===== src/rtl/exc_pkg.sv =====
package exc_pkg;

   localparam logic [4:0] MODE_USR = 5'h10;
   localparam logic [4:0] MODE_FIQ = 5'h11;
   localparam logic [4:0] MODE_IRQ = 5'h12;
   localparam logic [4:0] MODE_SVC = 5'h13;

   localparam int BIT_IDIS = 7;
   localparam int BIT_FDIS = 6;
   localparam int MODE_W   = 5;

   localparam int NUM_BANKS = 3;

   typedef enum logic [2:0] {
      EV_NONE,
      EV_FIQ,
      EV_IRQ,
      EV_RET,
      EV_WR
   } exc_ev_e;

   // Mode code owned by each bank slot: 0 fast, 1 normal, 2 supervisor
   function automatic logic [4:0] bank_mode(input int idx);
      case (idx)
         0:       return MODE_FIQ;
         1:       return MODE_IRQ;
         default: return MODE_SVC;
      endcase
   endfunction

endpackage


===== src/rtl/exc_arbiter.sv =====
module exc_arbiter
   import exc_pkg::*;
#(
   parameter bit FIQ_FIRST = 1'b1
) (
   input  logic    fiq_req,
   input  logic    irq_req,
   input  logic    ret_req,
   input  logic    wr_req,
   input  logic    fiq_dis,
   input  logic    irq_dis,
   input  logic    ret_ok,
   output exc_ev_e ev
);

   logic fiq_go;
   logic irq_go;
   logic ret_go;

   assign fiq_go = fiq_req & ~fiq_dis;
   assign irq_go = irq_req & ~irq_dis;
   assign ret_go = ret_req & ret_ok;

   generate
      if (FIQ_FIRST) begin : g_fast_first
         always_comb begin
            if (fiq_go)      ev = EV_FIQ;
            else if (irq_go) ev = EV_IRQ;
            else if (ret_go) ev = EV_RET;
            else if (wr_req) ev = EV_WR;
            else             ev = EV_NONE;
         end
      end else begin : g_norm_first
         always_comb begin
            if (irq_go)      ev = EV_IRQ;
            else if (fiq_go) ev = EV_FIQ;
            else if (ret_go) ev = EV_RET;
            else if (wr_req) ev = EV_WR;
            else             ev = EV_NONE;
         end
      end
   endgenerate

endmodule


===== src/rtl/exc_bank.sv =====
module exc_bank #(
   parameter int ADDR_W = 32,
   parameter int PSR_W  = 32
) (
   input  logic              clk,
   input  logic              rst_n,
   input  logic              save_en,
   input  logic [ADDR_W-1:0] link_in,
   input  logic [PSR_W-1:0]  psr_in,
   output logic [ADDR_W-1:0] link_q,
   output logic [PSR_W-1:0]  psr_q
);

   always_ff @(posedge clk) begin
      if (!rst_n) begin
         link_q <= '0;
         psr_q  <= '0;
      end else if (save_en) begin
         link_q <= link_in;
         psr_q  <= psr_in;
      end
   end

   // a bank that is not being saved keeps its contents
   a_r4_bank_hold: assert property (@(posedge clk) disable iff (!rst_n)
      !save_en |=> ($stable(link_q) && $stable(psr_q)));

endmodule


===== src/rtl/exc_psr.sv =====
module exc_psr
   import exc_pkg::*;
#(
   parameter int              PSR_W   = 32,
   parameter logic [PSR_W-1:0] RST_VAL = '0
) (
   input  logic             clk,
   input  logic             rst_n,
   input  exc_ev_e          ev,
   input  logic [PSR_W-1:0] restore_val,
   input  logic [7:0]       wr_byte,
   output logic [PSR_W-1:0] psr_q
);

   logic [PSR_W-1:0] psr_d;

   always_comb begin
      psr_d = psr_q;
      case (ev)
         EV_FIQ: begin
            psr_d[MODE_W-1:0] = MODE_FIQ;
            psr_d[BIT_IDIS]   = 1'b1;
            psr_d[BIT_FDIS]   = 1'b1;
         end
         EV_IRQ: begin
            psr_d[MODE_W-1:0] = MODE_IRQ;
            psr_d[BIT_IDIS]   = 1'b1;
         end
         EV_RET:  psr_d = restore_val;
         EV_WR:   psr_d[7:0] = wr_byte;
         default: psr_d = psr_q;
      endcase
   end

   always_ff @(posedge clk) begin
      if (!rst_n) psr_q <= RST_VAL;
      else        psr_q <= psr_d;
   end

   // a control write never disturbs bits above the control byte
   generate
      if (PSR_W > 8) begin : g_upper_chk
         a_r8_upper_kept: assert property (@(posedge clk) disable iff (!rst_n)
            (ev == EV_WR) |=> (psr_q[PSR_W-1:8] == $past(psr_q[PSR_W-1:8])));
      end
   endgenerate

endmodule


===== src/rtl/exc_seq_top.sv =====
module exc_seq_top
   import exc_pkg::*;
#(
   parameter int                ADDR_W    = 32,
   parameter int                PSR_W     = 32,
   parameter int                LINK_OFS  = 4,
   parameter int                RET_OFS   = 4,
   parameter logic [ADDR_W-1:0] VEC_RST   = 'h0,
   parameter logic [ADDR_W-1:0] VEC_IRQ   = 'h18,
   parameter logic [ADDR_W-1:0] VEC_FIQ   = 'h1C,
   parameter bit                FIQ_FIRST = 1'b1
) (
   input  logic              clk,
   input  logic              rst_n,
   input  logic              irq_req,
   input  logic              fiq_req,
   input  logic              eret_req,
   input  logic [ADDR_W-1:0] cur_pc,
   input  logic              ctl_wr_en,
   input  logic [7:0]        ctl_wr_data,
   output logic [ADDR_W-1:0] next_pc,
   output logic              redirect,
   output logic [PSR_W-1:0]  cpsr,
   output logic [ADDR_W-1:0] lr_fiq,
   output logic [ADDR_W-1:0] lr_irq,
   output logic [ADDR_W-1:0] lr_svc,
   output logic [PSR_W-1:0]  spsr_fiq,
   output logic [PSR_W-1:0]  spsr_irq,
   output logic [PSR_W-1:0]  spsr_svc
);

   localparam logic [PSR_W-1:0] PSR_RST =
      PSR_W'({1'b1, 1'b1, 1'b0, MODE_SVC});
   localparam logic [ADDR_W-1:0] LINK_ADD = ADDR_W'(LINK_OFS);
   localparam logic [ADDR_W-1:0] RET_SUB  = ADDR_W'(RET_OFS);

   generate
      if (PSR_W < 8) begin : g_bad_psr
         $error("exc_seq_top: PSR_W must hold the control byte");
      end
      if (ADDR_W < 8) begin : g_bad_addr
         $error("exc_seq_top: ADDR_W too small for the vectors");
      end
   endgenerate

   exc_ev_e          ev;
   logic [4:0]       cur_mode;
   logic [4:0]       tgt_mode;
   logic             ret_ok;
   logic [ADDR_W-1:0] sel_link;
   logic [PSR_W-1:0]  sel_psr;
   logic [ADDR_W-1:0] bank_link [NUM_BANKS];
   logic [PSR_W-1:0]  bank_psr  [NUM_BANKS];
   logic [ADDR_W-1:0] ret_link;

   assign cur_mode = cpsr[MODE_W-1:0];
   assign tgt_mode = (ev == EV_FIQ) ? MODE_FIQ : MODE_IRQ;
   assign ret_link = cur_pc + LINK_ADD;

   // Bank lookup for the active mode
   always_comb begin
      ret_ok   = 1'b0;
      sel_link = '0;
      sel_psr  = '0;
      for (int b = 0; b < NUM_BANKS; b++) begin
         if (cur_mode == bank_mode(b)) begin
            ret_ok   = 1'b1;
            sel_link = bank_link[b];
            sel_psr  = bank_psr[b];
         end
      end
   end

   exc_arbiter #(
      .FIQ_FIRST (FIQ_FIRST)
   ) u_arb (
      .fiq_req (fiq_req),
      .irq_req (irq_req),
      .ret_req (eret_req),
      .wr_req  (ctl_wr_en),
      .fiq_dis (cpsr[BIT_FDIS]),
      .irq_dis (cpsr[BIT_IDIS]),
      .ret_ok  (ret_ok),
      .ev      (ev)
   );

   generate
      for (genvar g = 0; g < NUM_BANKS; g++) begin : g_bank
         logic save_here;
         assign save_here = ((ev == EV_FIQ) || (ev == EV_IRQ)) &&
                            (tgt_mode == bank_mode(g));
         exc_bank #(
            .ADDR_W (ADDR_W),
            .PSR_W  (PSR_W)
         ) u_bank (
            .clk     (clk),
            .rst_n   (rst_n),
            .save_en (save_here),
            .link_in (ret_link),
            .psr_in  (cpsr),
            .link_q  (bank_link[g]),
            .psr_q   (bank_psr[g])
         );
      end
   endgenerate

   exc_psr #(
      .PSR_W   (PSR_W),
      .RST_VAL (PSR_RST)
   ) u_psr (
      .clk         (clk),
      .rst_n       (rst_n),
      .ev          (ev),
      .restore_val (sel_psr),
      .wr_byte     (ctl_wr_data),
      .psr_q       (cpsr)
   );

   always_ff @(posedge clk) begin
      if (!rst_n) begin
         next_pc  <= VEC_RST;
         redirect <= 1'b0;
      end else begin
         redirect <= 1'b0;
         case (ev)
            EV_FIQ: begin
               next_pc  <= VEC_FIQ;
               redirect <= 1'b1;
            end
            EV_IRQ: begin
               next_pc  <= VEC_IRQ;
               redirect <= 1'b1;
            end
            EV_RET: begin
               next_pc  <= sel_link - RET_SUB;
               redirect <= 1'b1;
            end
            default: next_pc <= next_pc;
         endcase
      end
   end

   assign lr_fiq   = bank_link[0];
   assign lr_irq   = bank_link[1];
   assign lr_svc   = bank_link[2];
   assign spsr_fiq = bank_psr[0];
   assign spsr_irq = bank_psr[1];
   assign spsr_svc = bank_psr[2];

   // ---------------- assertions ----------------
   logic fiq_take;
   logic irq_take;
   assign fiq_take = fiq_req && !cpsr[BIT_FDIS];
   assign irq_take = irq_req && !cpsr[BIT_IDIS];

   a_r2_fiq_entry: assert property (@(posedge clk) disable iff (!rst_n)
      (FIQ_FIRST && fiq_take) |=>
         (cpsr[4:0] == MODE_FIQ && cpsr[BIT_IDIS] && cpsr[BIT_FDIS] &&
          next_pc == VEC_FIQ && redirect &&
          lr_fiq == $past(cur_pc) + LINK_ADD && spsr_fiq == $past(cpsr)));

   a_r3_irq_entry: assert property (@(posedge clk) disable iff (!rst_n)
      (FIQ_FIRST && irq_take && !fiq_take) |=>
         (cpsr[4:0] == MODE_IRQ && cpsr[BIT_IDIS] &&
          cpsr[BIT_FDIS] == $past(cpsr[BIT_FDIS]) &&
          next_pc == VEC_IRQ && redirect &&
          lr_irq == $past(cur_pc) + LINK_ADD && spsr_irq == $past(cpsr)));

   a_r5_fast_wins: assert property (@(posedge clk) disable iff (!rst_n)
      (FIQ_FIRST && fiq_take && irq_take) |=>
         ($stable(lr_irq) && $stable(spsr_irq)));

   a_r6_irq_return: assert property (@(posedge clk) disable iff (!rst_n)
      (eret_req && !fiq_take && !irq_take && cur_mode == MODE_IRQ) |=>
         (cpsr == $past(spsr_irq) && next_pc == $past(lr_irq) - RET_SUB && redirect));

   a_r7_bad_return: assert property (@(posedge clk) disable iff (!rst_n)
      (eret_req && !fiq_take && !irq_take && !ctl_wr_en &&
       cur_mode != MODE_FIQ && cur_mode != MODE_IRQ && cur_mode != MODE_SVC) |=>
         (!redirect && $stable(cpsr)));

   a_r10_no_spurious: assert property (@(posedge clk) disable iff (!rst_n)
      (!fiq_take && !irq_take && !eret_req) |=> !redirect);

endmodule


===== config.mk =====
export PLATFORM = sky130hd
export DESIGN_NAME = exc_seq_top
export DESIGN_NICKNAME = d
export VERILOG_FILES = /design/src/rtl/exc_pkg.sv /design/src/rtl/exc_arbiter.sv /design/src/rtl/exc_bank.sv /design/src/rtl/exc_psr.sv /design/src/rtl/exc_seq_top.sv
export SDC_FILE = /design/constraint.sdc
export NUM_CORES = 1
export LEC_CHECK = 0
export BUFFER_PORTS_ARGS = -buffer_cell sky130_fd_sc_hd__buf_2
export CAP_MARGIN = 10
export CORE_MARGIN = 2
export CORE_UTILIZATION = 40
export CTS_BUF_LIST = sky130_fd_sc_hd__clkbuf_2 sky130_fd_sc_hd__clkbuf_4 sky130_fd_sc_hd__clkbuf_8
export CTS_CLUSTER_SIZE = 40
export DETAILED_ROUTE_END_ITERATION = 6
export PLACE_DENSITY = 0.69
export SLEW_MARGIN = 15
export SYNTH_ARGS = -nofsm -noshare
export SYNTH_HDL_FRONTEND = slang
export SYNTH_SLANG_ARGS = --single-unit

===== constraint.sdc =====
create_clock -name clk -period 2.83 [get_ports clk]
set_input_delay 0.1415 -clock clk [delete_from_list [all_inputs] [get_ports clk]]
set_output_delay 0.1415 -clock clk [all_outputs]
set_load 0.01 [all_outputs]

# Word level (Yosys, flattened, before mapping)
# Cells that the tools add are included.
# word_totals
regBits	257
in_bits	46
out_inout_bits	257
word_cells	61
# op_classes
n_addsub	2
n_eq_ne	10
muxes	20
bitwise	5
n_reduce_logical	11
# op_table
op	count
2-to-1 mux 32 bit	6
one-hot mux 32 bit (3 select lines)	1
adder 32 x 3 -> 32 bit (second input constant)	1
subtractor 32 x 3 -> 32 bit (second input constant)	1
equality test 5 bit (second input constant)	6
one-hot mux 5 bit (4 select lines)	1
2-to-1 mux 3 bit	4
nonzero test 3 bit	3
equality test 3 x 2 -> 1 bit (second input constant)	2
one-hot mux 1 bit (3 select lines)	2
2-to-1 mux 1 bit	4
nonzero test 4 bit	1
AND 1 bit	3
equality test 3 x 1 -> 1 bit (second input constant)	1
equality test 3 bit (second input constant)	1
logical AND 1 bit	3
OR reduction 3 bit	1
2-to-1 mux 2 bit	1
inverter 1 bit	2
one-hot mux 1 bit (2 select lines)	1
nonzero test 2 bit	1
OR reduction 2 bit	1
logical OR 1 bit	1

# Logic depth before layout (Yosys ltp)
# depth
word_depth	12
mapped_depth	14
ltp_nobuf	11

# Hierarchy
# A second synthesis with hierarchy kept.
# hier_totals
cells_unflattened	1299
hier_area_um2	12670.9
# by_module_without_submodules
mod	instances	cells_per_inst	area_each_um2
exc_bank	3	206	2451.1
exc_seq_top	1	514	3890.0
exc_psr	1	161	1380.1
exc_arbiter	1	6	47.5

# Worst setup path before layout
# OpenSTA, ideal clock, no wires.
# synth_path
path_kind	flip-flop to flip-flop
start	register u_psr.psr_q[1]
end	register next_pc[24]
setup_ps	125
t_arrival_ps	2594
required_ps	2705
slack_ps	111
path_stages_with_launch	15
path_buffers	3
cell_sequence	dfxtp_1 -> buf_6 -> nor2b_4 -> buf_6 -> clkbuf_1 -> a22o_1 -> nand2_1 -> ha_1 -> inv_1 -> a221o_1 -> nor4_4 -> o22ai_2 -> nor2_1 -> and3_1 -> o21ai_0
# synth_between
elab_chain_len	10
elab_cells_between_ends	19
classes_between	1 x add/sub; 6 x eq/ne; 10 x mux; 1 x bitwise; 1 x reduce/logical
# synth_lines
element	line_no	source
from (decl)	exc_psr.sv:12	output logic [PSR_W-1:0] psr_q
from (signal assigned)	exc_psr.sv:37	else psr_q <= psr_d;
branches (longest 10 deep; another with subtractor 32 x 3 -> 32 bit)	n/a	
to (signal assigned)	exc_seq_top.sv:135	next_pc <= sel_link - RET_SUB;
to (signal assigned)	exc_seq_top.sv:138	default: next_pc <= next_pc;
to (decl)	exc_seq_top.sv:21	output logic [ADDR_W-1:0] next_pc,
# Several ways; the timed one is not identified.
# A chain may end at the register's enable or synchronous reset.

# Final worst setup path
# layout_path
start	register u_psr.psr_q[0]
end	register next_pc[24]
# The elaborated chain is that of the path after synthesis.

==> impl_metrics.py <==
metrics = {
    "worst_setup_path": {
        "slowest_delay_ns": 0.46,
        "critPathKind": "reg2reg",
        "cp_max_fo": 9,
        "cp-start-kind": "flip-flop",
        "r2r_cells": 11,
        "crit_chain": "nor2b_4, a22o_1, nand2_1, ha_1, inv_1, a221o_1, nor4_4, o22ai_2, nor2_1, and3_1, o21ai_0",
        "cp_slowest_cell": "dfxtp_1",
        "ff2ff_setup_slack_ns": 0.22,
        "critPathBufInv": 1,
        "crit_end": "next_pc[24]",
        "cp.depth": 11,
        "worstReg2RegEnd": "next_pc[24]",
        "cp_top_family": "simple AND/OR/NAND/NOR gates",
        "r2r-start": "u_psr.psr_q[0]",
        "endpoint_kind": "flip-flop",
        "arrival_ns": 2.97,
        "crit_start": "u_psr.psr_q[0]",
        "worstPathRequired_ns": 3.19,
    },
    "clock_network": {
        "cts_tree": "done",
        "postCtsSetupBuffers": 0,
        "cts_sinks": 193,
        "cts_buffers": 17,
        "cts.path.max_buffers": 2,
        "path_clk_slew_ns": 0.10,
        "clk_latency_ns": 0.48,
        "cts_max_level": 4,
        "cts-root-buf": "clkbuf_8",
    },
    "global_route": {
        "antenna_found_initial": 1,
        "grt_pass1_vias": 7733,
        "grt_start_max_net_pins": 91,
        "grt_use_total_pct": 23.7,
        "grt_overflow": 0,
        "grt_pass1_wl_mm": 44.7,
    },
    "sta": {
        "drv_slew": 0,
        "hold_viol": 0,
        "setup_slack_ns": 0.220,
        "skew_ns": 0.0240,
        "period_share_pct": 92.2,
        "fin_crit_ns": 2.61,
        "rsz0062_at_grt": "false",
        "setup_tns_ns": 0,
        "setup-violations-final": 0,
        "max_slew.worst_pin.slew_ns": 0.968,
        "timing.fmax_ghz": 0.383,
        "max_slew_margin_pct": 35.2,
    },
    "synthesis": {
        "avgSynthCellArea_um2": 8.01,
        "ys.flop_type": "dfxtp_1",
        "synth_edf_count": 0,
        "async_flop_share_pct": 0,
        "synth.yosys.seq_area_share_pct": 43.0,
        "yosysUniqueCellTypes": 55,
        "synthCells": 1121,
        "yosysWarnings": 0,
        "syn_area_mm2": 0.00898,
        "ys_ff_latch": 193,
    },
    "floorplanning": {
        "core_area_mm2": 0.0220,
        "ios": 303,
        "die_area_mm2": 0.0237,
        "initial_core_util_pct": 40.9,
        "num_rows": 54,
        "die_x_um": 154,
        "die_h_um": 154,
    },
    "route": {
        "num_vias": 8804,
        "dr.first_iter.drc_count": 837,
        "avgRoutedWirePerCell_um": 17.9,
        "viasPerCell": 5.41,
        "first_pass_iters": 6,
        "ant_nets": 0,
        "routed_wl_mm": 29.1,
        "drc": 0,
    },
    "flow_run": {
        "max_cap_violations": 0,
    },
    "place": {
        "pre_cts_ws_ns": 0.235,
        "hpwl_mm": 20.8,
        "dpl-instance-area_mm2": 0.0102,
        "port_buffers": 238,
        "gp_congestion": 0.934,
    },
    "pwr": {
        "vdd_drop_max_mv": 0.282,
        "powerDensity_mw_per_mm2": 641,
        "leakagePower_nw": 4.56,
    },
    "finish": {
        "drive_gt1_share_pct": 23.6,
        "nNetsFinal": 1381,
        "design_area_mm2": 0.0107,
        "syn_to_final_growth_pct": 19.5,
    },
    "status": {
        "status": "complete, no violations",
    },
    "hold_path": {
        "hp-class": "in2reg",
    },
}
[how the worst min path moves through the flow]
stage / start / endpoint / slack (ns) / cells past startpoint
floorplan: cur_pc[2] / g_bank[0].u_bank.link_q[2] / 0.24 / 1
global placement: cur_pc[1] / g_bank[1].u_bank.link_q[1] / 0.39 / 3
detailed placement: cur_pc[1] / g_bank[1].u_bank.link_q[1] / 0.40 / 3
CTS: cur_pc[23] / g_bank[1].u_bank.link_q[23] / 0.005 / 3
global route: cur_pc[18] / g_bank[1].u_bank.link_q[18] / 0.03 / 3
finish: cur_pc[17] / g_bank[1].u_bank.link_q[17] / 0.04 / 3
[routing by layer]
metal,wire length (µm),share of wire (%),vias up,GRT usage (%)
met3,1850,6.4,69,3.75
met1,13300,46,4110,33.5
li1,-,-,4213,-
met5,0,0,-,0
met2,12800,44,412,35.7
met4,1180,4.0,0,10.8
[worst min-delay path, stage by stage]
cell and delay, ns:
buf_2 0.13, xor2_1 0.09, a21oi_1 0.11
[registers in the layout (all words and copies together) (netlist names)]
name,flops
u_psr.psr_q,32
g_bank.u_bank.psr_q,64
redirect,1
g_bank.u_bank.link_q,64
next_pc,32
[cell type report]
cell class,instances,area (µm²)
inverter,2,10.0
timing repair buffer,275,1530
clock inverter,15,184
antenna,1,2.50
fill,2158,11200
clock buffer,17,234
tap,280,350
multi-input combinational,844,4550
sequential,193,3860
[report_power, final]
part / total (mW) / internal (mW) / switching (mW)
combinational: 1.84 / 0.674 / 1.16
sequential: 3.19 / 2.96 / 0.239
clock: 1.85 / 0.684 / 1.16
total: 6.88 / 4.31 / 2.57
[cells in the mapped netlist, types with 2 or more instances]
cell type  count  share of area, %
dfxtp_1      193                43
nand2_1      179               7.5
nor2_1       128               5.3
a21oi_1      111               6.2
buf_4         66               5.5
o21ai_0       64               3.6
clkbuf_1      61               2.5
nor3_1        40               2.2
a211oi_1      35               2.9
a22oi_1       29               2.4
xor2_1        29               2.8
a221oi_1      25               2.4
nand3_1       23               1.3
xnor2_1       17               1.7
a22o_1        11               1.1
and3_1         9              0.63
and4_1         8              0.78
buf_2          8              0.45
o22ai_1        8              0.56
buf_1          6              0.25
nand2b_1       6              0.42
nand4_1        6              0.42
buf_6          4              0.50
nor2b_1        4              0.28
o21ai_1        4              0.22
or3_1          4              0.28
a31oi_1        3              0.21
a32oi_1        3              0.29
mux2i_1        3              0.33
a22o_4         2              0.39
ha_1           2              0.28
nand3b_1       2              0.17
nor4_1         2              0.14
nor4_2         2              0.28
nor4_4         2              0.47
o22a_1         2              0.20
o22ai_2        2              0.28
[placed cells by master, fill, tap and decap left out, types with 3 or more instances in the layout]
cell type / count
nand4_1: 6
a22oi_1: 29
nand3_1: 23
conb_1: 64
xnor2_1: 17
clkbuf_8: 17
inv_8: 4
mux2i_1: 3
and3_1: 9
dlygate4sd3_1: 11
buf_12: 3
a32oi_1: 3
nand2b_1: 5
nor2_1: 124
buf_2: 238
xor2_1: 29
and4_1: 8
buf_4: 23
o21ai_1: 4
a21oi_1: 111
a211oi_1: 35
nor2_4: 3
o22ai_1: 8
nor3_1: 40
nand2_1: 179
clkinv_8: 5
a31oi_1: 3
a221oi_1: 25
a22o_1: 11
dfxtp_1: 193
o21ai_0: 64
or3_1: 4
[through the flow]
| step | utilization, % | hold WS [ns] | std cells | power (mW) |
|---|---|---|---|---|
| after floorplan | - | 0.237 | 1184 | 4.44 |
| after CTS | 48.9 | 0.00490 | 1626 | 6.90 |
| final | 48.9 | 0.0377 | 1627 | 6.88 |
| after detailed placement | 46.5 | 0.400 | 1583 | 5.05 |
| after global placement | 46.5 | 0.395 | 1583 | 5.03 |
| after global routing | 48.9 | 0.0344 | 1627 | 7.24 |
[cell families after synthesis]
family                   share of synthesized area (%)
other                                           0.0417
AND/OR/NAND/NOR                                   21.0
adder cells (fa/ha/maj)                          0.279
XOR/XNOR                                          4.49
flip-flops                                        43.0
AO/OA/AOI/OAI                                     21.5
multiplexers                                     0.334
buffers and inverters                             9.35
[what timing repair did]
action | CTS | global route
hold endpoints to repair | 15 | 0
hold buffers | 11 | 0
setup endpoints to repair | 0 | 0
resized for setup | 0 | 0
(Power assumes the default switching activity.)
